===== src/rtl/flash_seq_pkg.sv =====
package flash_seq_pkg;

  typedef enum logic [2:0] {
    S_IDLE   = 3'd0,
    S_ADDR   = 3'd1,
    S_CMD    = 3'd2,
    S_LAUNCH = 3'd3,
    S_BUSY   = 3'd4
  } seq_state_e;

  typedef enum logic [1:0] {
    REG_DIV  = 2'd0,
    REG_CMD  = 2'd1,
    REG_STAT = 2'd2,
    REG_RSVD = 2'd3
  } reg_sel_e;

  localparam logic [7:0] OP_PROGRAM    = 8'h20;
  localparam logic [7:0] OP_PAGE_ERASE = 8'h40;
  localparam logic [7:0] OP_MASS_ERASE = 8'h41;
  localparam logic [7:0] OP_VERIFY     = 8'h05;

  localparam int STAT_LAUNCH_BIT = 7;
  localparam int STAT_ERR_BIT    = 5;

  function automatic logic op_known(input logic [7:0] op);
    return (op == OP_PROGRAM) || (op == OP_PAGE_ERASE) ||
           (op == OP_MASS_ERASE) || (op == OP_VERIFY);
  endfunction

endpackage


===== src/rtl/flash_bus_decode.sv =====
module flash_bus_decode
  import flash_seq_pkg::*;
(
  input  logic        wr_en,
  input  logic        wr_is_array,
  input  logic [1:0]  reg_sel,
  input  logic [31:0] wr_data,
  output logic        acc_array,
  output logic        acc_div,
  output logic        acc_cmd,
  output logic        acc_stat,
  output logic        acc_rsvd,
  output logic        launch_bit,
  output logic        errclr_bit,
  output logic        op_ok
);
  reg_sel_e sel;

  always_comb begin
    sel       = reg_sel_e'(reg_sel);
    acc_array = wr_en && wr_is_array;
    acc_div   = wr_en && !wr_is_array && (sel == REG_DIV);
    acc_cmd   = wr_en && !wr_is_array && (sel == REG_CMD);
    acc_stat  = wr_en && !wr_is_array && (sel == REG_STAT);
    acc_rsvd  = wr_en && !wr_is_array && (sel == REG_RSVD);
    launch_bit = wr_data[STAT_LAUNCH_BIT];
    errclr_bit = wr_data[STAT_ERR_BIT];
    op_ok      = op_known(wr_data[7:0]);
  end
endmodule


===== src/rtl/flash_seq_fsm.sv =====
module flash_seq_fsm
  import flash_seq_pkg::*;
#(
  parameter int ADDR_W = 19,
  parameter int DATA_W = 32
) (
  input  logic              clk,
  input  logic              rst_n,
  input  logic              acc_array,
  input  logic              acc_div,
  input  logic              acc_cmd,
  input  logic              acc_stat,
  input  logic              acc_rsvd,
  input  logic              launch_bit,
  input  logic              errclr_bit,
  input  logic              op_ok,
  input  logic              divld,
  input  logic              cmd_ready,
  input  logic              eng_done,
  input  logic [ADDR_W-1:0] wr_addr,
  input  logic [DATA_W-1:0] wr_data,
  output logic              cbeif,
  output logic              cmd_valid,
  output logic [ADDR_W-1:0] addr_q,
  output logic [DATA_W-1:0] data_q,
  output logic [7:0]        op_q,
  output logic              err_set,
  output logic              err_clr,
  output logic              launch_go,
  output logic              done_go,
  output logic              div_wr
);
  seq_state_e state, nxt;
  logic ld_addr, ld_op, wr_any;

  assign wr_any = acc_array | acc_div | acc_cmd | acc_stat | acc_rsvd;

  always_comb begin
    nxt       = state;
    ld_addr   = 1'b0;
    ld_op     = 1'b0;
    err_set   = 1'b0;
    err_clr   = 1'b0;
    launch_go = 1'b0;
    done_go   = 1'b0;
    div_wr    = 1'b0;
    unique case (state)
      S_IDLE: begin
        if (acc_array) begin
          ld_addr = 1'b1;
          nxt     = S_ADDR;
        end else if (acc_cmd) begin
          err_set = 1'b1;
        end else if (acc_stat) begin
          err_set = launch_bit;
          err_clr = errclr_bit;
        end else if (acc_div) begin
          div_wr = 1'b1;
        end
      end
      S_ADDR: begin
        if (acc_cmd && op_ok) begin
          ld_op = 1'b1;
          nxt   = S_CMD;
        end else if (wr_any) begin
          err_set = 1'b1;
          nxt     = S_IDLE;
        end
      end
      S_CMD: begin
        if (acc_stat && launch_bit && divld) begin
          launch_go = 1'b1;
          nxt       = S_LAUNCH;
        end else if (wr_any) begin
          err_set = 1'b1;
          nxt     = S_IDLE;
        end
      end
      S_LAUNCH, S_BUSY: begin
        err_set = acc_array | acc_cmd | acc_div;
        err_clr = acc_stat & errclr_bit;
        if (state == S_LAUNCH) begin
          if (cmd_ready) nxt = S_BUSY;
        end else if (eng_done) begin
          done_go = 1'b1;
          nxt     = S_IDLE;
        end
      end
      default: nxt = S_IDLE;
    endcase
  end

  always_ff @(posedge clk or negedge rst_n) begin
    if (!rst_n) begin
      state  <= S_IDLE;
      addr_q <= '0;
      data_q <= '0;
      op_q   <= '0;
    end else begin
      state <= nxt;
      if (ld_addr) begin
        addr_q <= wr_addr;
        data_q <= wr_data;
      end
      if (ld_op) op_q <= wr_data[7:0];
    end
  end

  assign cbeif     = (state == S_IDLE) || (state == S_ADDR) || (state == S_CMD);
  assign cmd_valid = (state == S_LAUNCH);
endmodule


===== src/rtl/flash_stat_regs.sv =====
module flash_stat_regs #(
  parameter int DIV_W = 7
) (
  input  logic             clk,
  input  logic             rst_n,
  input  logic             err_set,
  input  logic             err_clr,
  input  logic             launch_go,
  input  logic             done_go,
  input  logic             div_wr,
  input  logic [DIV_W-1:0] div_val,
  output logic             accerr,
  output logic             ccif,
  output logic             divld,
  output logic [DIV_W-1:0] div_cfg
);
  always_ff @(posedge clk or negedge rst_n) begin
    if (!rst_n) begin
      accerr  <= 1'b0;
      ccif    <= 1'b1;
      divld   <= 1'b0;
      div_cfg <= '0;
    end else begin
      if (err_set)      accerr <= 1'b1;
      else if (err_clr) accerr <= 1'b0;
      if (launch_go)    ccif <= 1'b0;
      else if (done_go) ccif <= 1'b1;
      if (div_wr) begin
        divld   <= 1'b1;
        div_cfg <= div_val;
      end
    end
  end
endmodule


===== src/rtl/flash_cmd_payload.sv =====
module flash_cmd_payload
  import flash_seq_pkg::*;
#(
  parameter int ADDR_W   = 19,
  parameter int DATA_W   = 32,
  parameter int PAGE_LSB = 10
) (
  input  logic [7:0]        op,
  input  logic [ADDR_W-1:0] addr_in,
  input  logic [DATA_W-1:0] data_in,
  output logic [ADDR_W-1:0] addr_out,
  output logic [DATA_W-1:0] data_out
);
  localparam logic [ADDR_W-1:0] PAGE_MASK = {ADDR_W{1'b1}} << PAGE_LSB;

  always_comb begin
    addr_out = '0;
    data_out = '0;
    if (op == OP_PROGRAM) begin
      addr_out = addr_in;
      data_out = data_in;
    end else if (op == OP_PAGE_ERASE) begin
      addr_out = addr_in & PAGE_MASK;
    end
  end
endmodule


===== src/rtl/flash_cmd_seq.sv =====
module flash_cmd_seq #(
  parameter int ADDR_W   = 19,
  parameter int DIV_W    = 7,
  parameter int PAGE_LSB = 10
) (
  input  logic              clk,
  input  logic              rst_n,
  input  logic              wr_en,
  input  logic              wr_is_array,
  input  logic [ADDR_W-1:0] wr_addr,
  input  logic [31:0]       wr_data,
  output logic              cbeif,
  output logic              ccif,
  output logic              accerr,
  output logic              divld,
  output logic [DIV_W-1:0]  div_cfg,
  output logic              cmd_valid,
  input  logic              cmd_ready,
  output logic [7:0]        cmd_code,
  output logic [ADDR_W-1:0] cmd_addr,
  output logic [31:0]       cmd_data,
  input  logic              eng_done
);
  localparam int DATA_W = 32;

  logic acc_array, acc_div, acc_cmd, acc_stat, acc_rsvd;
  logic launch_bit, errclr_bit, op_ok;
  logic err_set, err_clr, launch_go, done_go, div_wr;
  logic [ADDR_W-1:0] addr_q;
  logic [DATA_W-1:0] data_q;
  logic [7:0]        op_q;

  flash_bus_decode u_dec (
    .wr_en      (wr_en),
    .wr_is_array(wr_is_array),
    .reg_sel    (wr_addr[3:2]),
    .wr_data    (wr_data),
    .acc_array  (acc_array),
    .acc_div    (acc_div),
    .acc_cmd    (acc_cmd),
    .acc_stat   (acc_stat),
    .acc_rsvd   (acc_rsvd),
    .launch_bit (launch_bit),
    .errclr_bit (errclr_bit),
    .op_ok      (op_ok)
  );

  flash_seq_fsm #(.ADDR_W(ADDR_W), .DATA_W(DATA_W)) u_fsm (
    .clk       (clk),
    .rst_n     (rst_n),
    .acc_array (acc_array),
    .acc_div   (acc_div),
    .acc_cmd   (acc_cmd),
    .acc_stat  (acc_stat),
    .acc_rsvd  (acc_rsvd),
    .launch_bit(launch_bit),
    .errclr_bit(errclr_bit),
    .op_ok     (op_ok),
    .divld     (divld),
    .cmd_ready (cmd_ready),
    .eng_done  (eng_done),
    .wr_addr   (wr_addr),
    .wr_data   (wr_data),
    .cbeif     (cbeif),
    .cmd_valid (cmd_valid),
    .addr_q    (addr_q),
    .data_q    (data_q),
    .op_q      (op_q),
    .err_set   (err_set),
    .err_clr   (err_clr),
    .launch_go (launch_go),
    .done_go   (done_go),
    .div_wr    (div_wr)
  );

  flash_stat_regs #(.DIV_W(DIV_W)) u_stat (
    .clk      (clk),
    .rst_n    (rst_n),
    .err_set  (err_set),
    .err_clr  (err_clr),
    .launch_go(launch_go),
    .done_go  (done_go),
    .div_wr   (div_wr),
    .div_val  (wr_data[DIV_W-1:0]),
    .accerr   (accerr),
    .ccif     (ccif),
    .divld    (divld),
    .div_cfg  (div_cfg)
  );

  flash_cmd_payload #(.ADDR_W(ADDR_W), .DATA_W(DATA_W), .PAGE_LSB(PAGE_LSB)) u_pay (
    .op      (op_q),
    .addr_in (addr_q),
    .data_in (data_q),
    .addr_out(cmd_addr),
    .data_out(cmd_data)
  );

  assign cmd_code = op_q;
endmodule


===== config.mk =====
export PLATFORM = sky130hd
export DESIGN_NAME = flash_cmd_seq
export DESIGN_NICKNAME = d
export VERILOG_FILES = /design/src/rtl/flash_seq_pkg.sv /design/src/rtl/flash_bus_decode.sv /design/src/rtl/flash_seq_fsm.sv /design/src/rtl/flash_stat_regs.sv /design/src/rtl/flash_cmd_payload.sv /design/src/rtl/flash_cmd_seq.sv
export SDC_FILE = /design/constraint.sdc
export NUM_CORES = 1
export LEC_CHECK = 0
export BUFFER_PORTS_ARGS = -buffer_cell sky130_fd_sc_hd__buf_2
export CAP_MARGIN = 20
export CORE_ASPECT_RATIO = 1.25
export CORE_UTILIZATION = 50
export DETAILED_ROUTE_END_ITERATION = 10
export PLACE_DENSITY = 0.82
export SYNTH_ARGS = -nofsm -noshare
export SYNTH_HDL_FRONTEND = slang
export SYNTH_SLANG_ARGS = --single-unit

===== constraint.sdc =====
create_clock -name clk -period 3.2 [get_ports clk]
set_input_delay 0.32 -clock clk [delete_from_list [all_inputs] [get_ports clk]]
set_output_delay 0.32 -clock clk [all_outputs]
set_load 0.005 [all_outputs]

---- Word level (Yosys, flattened, before mapping) ----
Index checks and enable logic that the tools add are counted.
word-level totals
  flip-flop bits (word level) ............. 72
  bits of input ports ..................... 57
  output and inout bits ................... 71
  logic and storage cells ................. 92
cells by class
  eq/ne operators ......................... 16
  muxes and demuxes ....................... 40
  bitwise logic cells ..................... 7
  reductions and logical operators ........ 21
operators with widths
  kind                                                 number
  two-way mux 19 bit                                   2
  two-way mux 32 bit                                   1
  two-way mux 1 bit                                    27
  equality test 8 x 7 -> 1 bit, second input constant  3
  two-way mux 3 bit                                    7
  equality test 8 x 6 -> 1 bit, second input constant  2
  one-hot mux 3 bit (4 select lines)                   1
  logical AND 1 bit                                    9
  equality test 8 x 3 -> 1 bit, second input constant  1
  equality test 3 x 2 -> 1 bit, second input constant  2
  != test 3 bit, second input constant                 2
  OR 1 bit                                             6
  logical OR 1 bit                                     5
  equality test 2 bit, second input constant           2
  one-hot mux 1 bit (4 select lines)                   1
  nonzero test 2 bit                                   2
  equality test 3 x 1 -> 1 bit, second input constant  1
  equality test 3 bit, second input constant           1
  zero test 3 bit                                      1
  AND reduction 3 bit                                  1
  equality test 2 x 1 -> 1 bit, second input constant  1
  zero test 2 bit                                      1
  != test 2 x 1 -> 1 bit, second input constant        1
  one-hot mux 1 bit (2 select lines)                   1
  other kinds (3)                                      3

---- Logic depth before layout (Yosys ltp) ----
  depth in word-level cells ............... 11
  mapped depth ............................ 5
  gate-level depth less buffers ........... 4

---- By module ----
Synthesis repeated with hierarchy kept, for this count alone.
unflattened totals
  cell total of the unflattened synthesis .. 313
  area, all modules ....................... 3672.3 sq um
by module, submodules not included
  module             instances  cells an instance  area each (sq um)  sequential area each (sq um)
  flash_seq_fsm      1          169                2562.5             1551.5
  flash_cmd_payload  1          109                606.8              0.0
  flash_stat_regs    1          23                 392.9              251.5
  flash_bus_decode   1          12                 110.1              0.0

---- Worst setup path after synthesis ----
No wires, ideal clock.
  path type ............................... register to output
  start ................................... reg u_fsm.op_q[1]
  end ..................................... out cmd_addr[0]
  data arrival time ....................... 1.378 ns
  data required time ...................... 2.880 ns
  setup slack ............................. 1.502 ns
  cell stages (with the launch flop) ...... 6
  path buffers ............................ 1
  cell sequence ........................... dfrtp_1 > nor4_1 > nand2_1 > nor3b_2 > clkbuf_1 > and2_1
between the ends
  word-level cells in the longest chain between the ends .. 2
ends and longest elaborated chain
  item                          line                     RTL
  start, declared               flash_seq_fsm.sv:26      output logic [7:0] op_q,
  start signal, assigned        flash_seq_fsm.sv:105     if (ld_op) op_q <= wr_data[7:0];
  equality test 8 x 6 -> 1 bit  flash_cmd_payload.sv:19  if (op == OP_PROGRAM) begin
  two-way mux 19 bit            flash_cmd_payload.sv:19
  end, declared                 flash_cmd_seq.sv:20      output logic [ADDR_W-1:0] cmd_addr,
No other way between the ends.

---- Final worst setup path ----
  start ................................... reg u_fsm.op_q[0]
  end ..................................... out cmd_data[8]
between the ends
  word-level cells in the longest chain between the ends .. 2
ends and longest elaborated chain
  item                          line                     RTL
  equality test 8 x 6 -> 1 bit  flash_cmd_payload.sv:19
  two-way mux 32 bit            flash_cmd_payload.sv:19
  end, declared                 flash_cmd_seq.sv:21      output logic [31:0] cmd_data,
No other way between the ends.

==> metrics.md <==
| Metric | Value |
|---|---|
| Fin crit period | `2480 ps` |
| Seq/Total Area, Yosys | `55.4%` |
| Max-Cap Viols | `0` |
| Worst Setup End Kind | `output port` |
| Initial antenna violation count | `0` |
| Placed insts | `456` |
| Synth-to-Final Area Change | `28.7%` |
| Pin count of the biggest net entering global routing | `73` |
| DR pass1 iterations | `4` |
| Routability cong. | `0.782` |
| Worst reg2reg startpoint | `u_fsm.state[0]` |
| GRT Resource Usage Total | `21.4%` |
| # setup viols final | `0` |
| Grt ovf | `0` |
| Final Hold Vio Count | `0` |
| Sink Count | `72` |
| Synthesized net count | `311` |
| Worst-margin pin slew | `882 ps` |
| Worst path slowest cell | `dfrtp_1` |
| Reg2Reg Capture Point | `u_fsm.addr_q[0]` |
| Post-CTS setup buffer count | `0` |
| CTS H-tree lvls | `3` |
| Synth unique cells | `40` |
| Family with the most delay on the worst path | `simple AND/OR/NAND/NOR gates` |
| Wirelength, routed | `6780 um` |
| CTS tree | `done` |
| Cts repair resizes | `0` |
| Die Span X | `74.2 um` |
| PortBufs | `127` |
| Crit-path max FO | `32` |
| # rows | `32` |
| R2R setup slack | `1280 ps` |
| Clock skew | `9.37 ps` |
| Layout Nets | `439` |
| Die area | `6840 sq um` |
| Overall power | `2.31 mW` |
| Yosys warns | `0` |
| Slew HR | `41.2%` |
| Crit path required time | `2880 ps` |
| CTS clk-pin slew, worst paths | `80 ps` |
| Final Cycle Share | `77.5%` |
| ANT cells | `0` |
| Mapped Area | `3250 sq um` |
| # IOs | `128` |
| Avg Cell Area, Syn | `12.8 sq um` |
| VDD IR max | `341 uV` |
| Routed Antenna Nets | `0` |
| Status | `finished clean` |
| Post-route insts no fill | `472` |
| Vias | `2400` |
| Initial Util | `52.1%` |
| Most frequent cells in the layout | `126 x buf_2, 71 x dfrtp_1, 62 x mux2_2` |
| Reg2reg path depth | `4` |
| First-pass GRT wire length | `10900 um` |
| Wire length per cell | `14.4 um` |
| Startpoint types | `flop` |
| Max Clk Rate | `0.403 GHz` |
| Vias in the first global route | `2382` |
| Most common cell after layout, fill and taps aside | `buf_2` |
| HPWL Detailed | `4780 um` |
| Setup_tns | `0 ps` |
| Drt drc | `0` |
| Synth Register Bits | `72` |
| Worst EP arrival | `2160 ps` |
| # hold bufs at CTS | `0` |
| Later-pin clock latency in the skew report | `340 ps` |
| Slew Limit Fails | `0` |
| Total CTS buffers | `9` |
| Chip height | `92.2 um` |
| Max Root-Sink Buffers | `2` |
| Min-Delay Path Class | `input pin to asynchronous set/reset pin` |
| Synth Instances | `254` |
| Clock root cell | `clkbuf_8` |
| Power per cell area | `551 nW/um^2` |
| CORE AREA | `6250 sq um` |
| Leak pwr | `2.14 nW` |
| Avg Vias per Cell | `5.08` |
| Buf+Inv Stages, Crit Path | `2` |
| Worst Setup Path Type | `flop to output port` |
| Peak per-stage delay on the critical path | `390 ps` |
| CP cell instances | `nor4_1, nand2_1, nor3b_4, buf_4, and2_1, buf_2` |
| Fill count | `503` |
| RSZ-0062 raised after global routing | `no` |
| Layout cells sized above 1 | `55.8%` |
| DR iter-0 viols | `119` |
## cells in the mapped netlist
| cell | n | share of area, % |
|---|---|---|
| buf_2 | 7 | 1.1 |
| and2_2 | 4 | 0.92 |
| o21ai_0 | 3 | 0.46 |
| o2bb2ai_1 | 1 | 0.27 |
| and3_1 | 1 | 0.19 |
| a31o_2 | 1 | 0.27 |
| o211a_1 | 1 | 0.31 |
| nor3b_2 | 1 | 0.38 |
| inv_1 | 1 | 0.12 |
| xnor2_1 | 1 | 0.27 |
| nand3_2 | 1 | 0.31 |
| and4_1 | 1 | 0.27 |
| o22ai_1 | 1 | 0.19 |
| nand2_1 | 2 | 0.23 |
| o41ai_1 | 1 | 0.27 |
| and2_1 | 51 | 9.8 |
| dfrtp_1 | 71 | 55 |
| nor3_1 | 1 | 0.15 |
| or3b_1 | 1 | 0.27 |
| nor2_2 | 1 | 0.19 |
| nand2b_1 | 4 | 0.77 |
| a22o_1 | 1 | 0.27 |
| o31ai_1 | 1 | 0.23 |
| a21oi_1 | 5 | 0.77 |
| nor2_1 | 4 | 0.46 |
| o21ai_1 | 1 | 0.15 |
| nor4_1 | 2 | 0.38 |
| mux2_2 | 62 | 21 |
| nor2b_1 | 3 | 0.58 |
| clkbuf_1 | 5 | 0.58 |
| and3b_1 | 1 | 0.27 |
| dfstp_2 | 1 | 0.81 |
| nand4_1 | 4 | 0.77 |
| o2111ai_1 | 1 | 0.27 |
| and4bb_2 | 1 | 0.38 |
| o211ai_1 | 2 | 0.46 |
| nand3_1 | 1 | 0.15 |
| a32oi_1 | 1 | 0.27 |
| clkinv_1 | 1 | 0.12 |
| a311o_1 | 1 | 0.31 |
## worst max path at each step
stage	from	to	cells after the start
after floorplan	u_fsm.op_q[1]	cmd_addr[0]	5
final	u_fsm.op_q[0]	cmd_data[8]	6
after global placement	u_fsm.op_q[1]	cmd_data[5]	6
after global routing	u_fsm.op_q[0]	cmd_data[23]	6
after detailed placement	u_fsm.op_q[1]	cmd_data[6]	6
after CTS	u_fsm.op_q[1]	cmd_data[6]	6
## sequential cells by signal, indices dropped and copies added, names as in the netlist
signal and flops:
u_fsm.data_q 32, u_stat.accerr 1, u_fsm.addr_q 19, u_stat.ccif 1, u_fsm.op_q 8, u_fsm.state 3, u_stat.div_cfg 7, u_stat.divld 1
## worst register-to-register path, delay by kind of cell, from the launching register on
kind	cells	cell delay [ps]
mux	1	450
buf+inv	1	520
simple gates	2	280
flops	1	560
## through the flow
stage	utilization [%]	setup WS, ps	hold WS (ps)	area [sq um]
2_1_floorplan	-	1500	24.4	3250
3_3_place_gp	63.5	1130	478	3970
3_5_place_dp	63.5	1050	485	3970
4_1_cts	67.0	675	132	4190
5_1_grt	67.0	559	139	4190
6_report	67.0	721	80.7	4190
## metal layers
metal | routed length, um | track usage (%) | share of wire (%) | vias to the layer above
met5 | 0 | 0 | 0 | -
met4 | 103 | 7.85 | 1.5 | 0
met3 | 420 | 6.70 | 6.2 | 10
met2 | 3420 | 36.0 | 50 | 95
met1 | 2830 | 25.0 | 42 | 1152
li1 | - | - | - | 1143
## area by class of cell
class                           count  area [sq um]  share of cell area [%]
Clock inverter                      5          80.1                    1.91
Inverter                            2          7.51                   0.179
Tap cell                           85           106                    2.54
Timing Repair Buffer              129           653                    15.6
Multi-Input combinational cell    168          1400                    33.3
Sequential cell                    72          1800                    43.1
Clock buffer                       11           141                    3.38
## where the power goes
group	internal, mW	total, mW	switching (mW)	leakage, nW
Combinational	0.210	0.345	0.135	1.16
Sequential	1.10	1.18	0.0842	0.867
Clock	0.459	0.784	0.325	0.106
Total	1.76	2.31	0.543	2.14
## cell families after synthesis
| logic type | share of synthesized area, % |
|---|---|
| xor gates and xnor gates | 0.269 |
| and+or+nand+nor | 16.5 |
| buffers and inverters | 1.88 |
| AOI/OAI and AO/OA | 4.50 |
| muxes | 21.5 |
| DFF | 55.4 |
(Power assumes the default switching activity.)
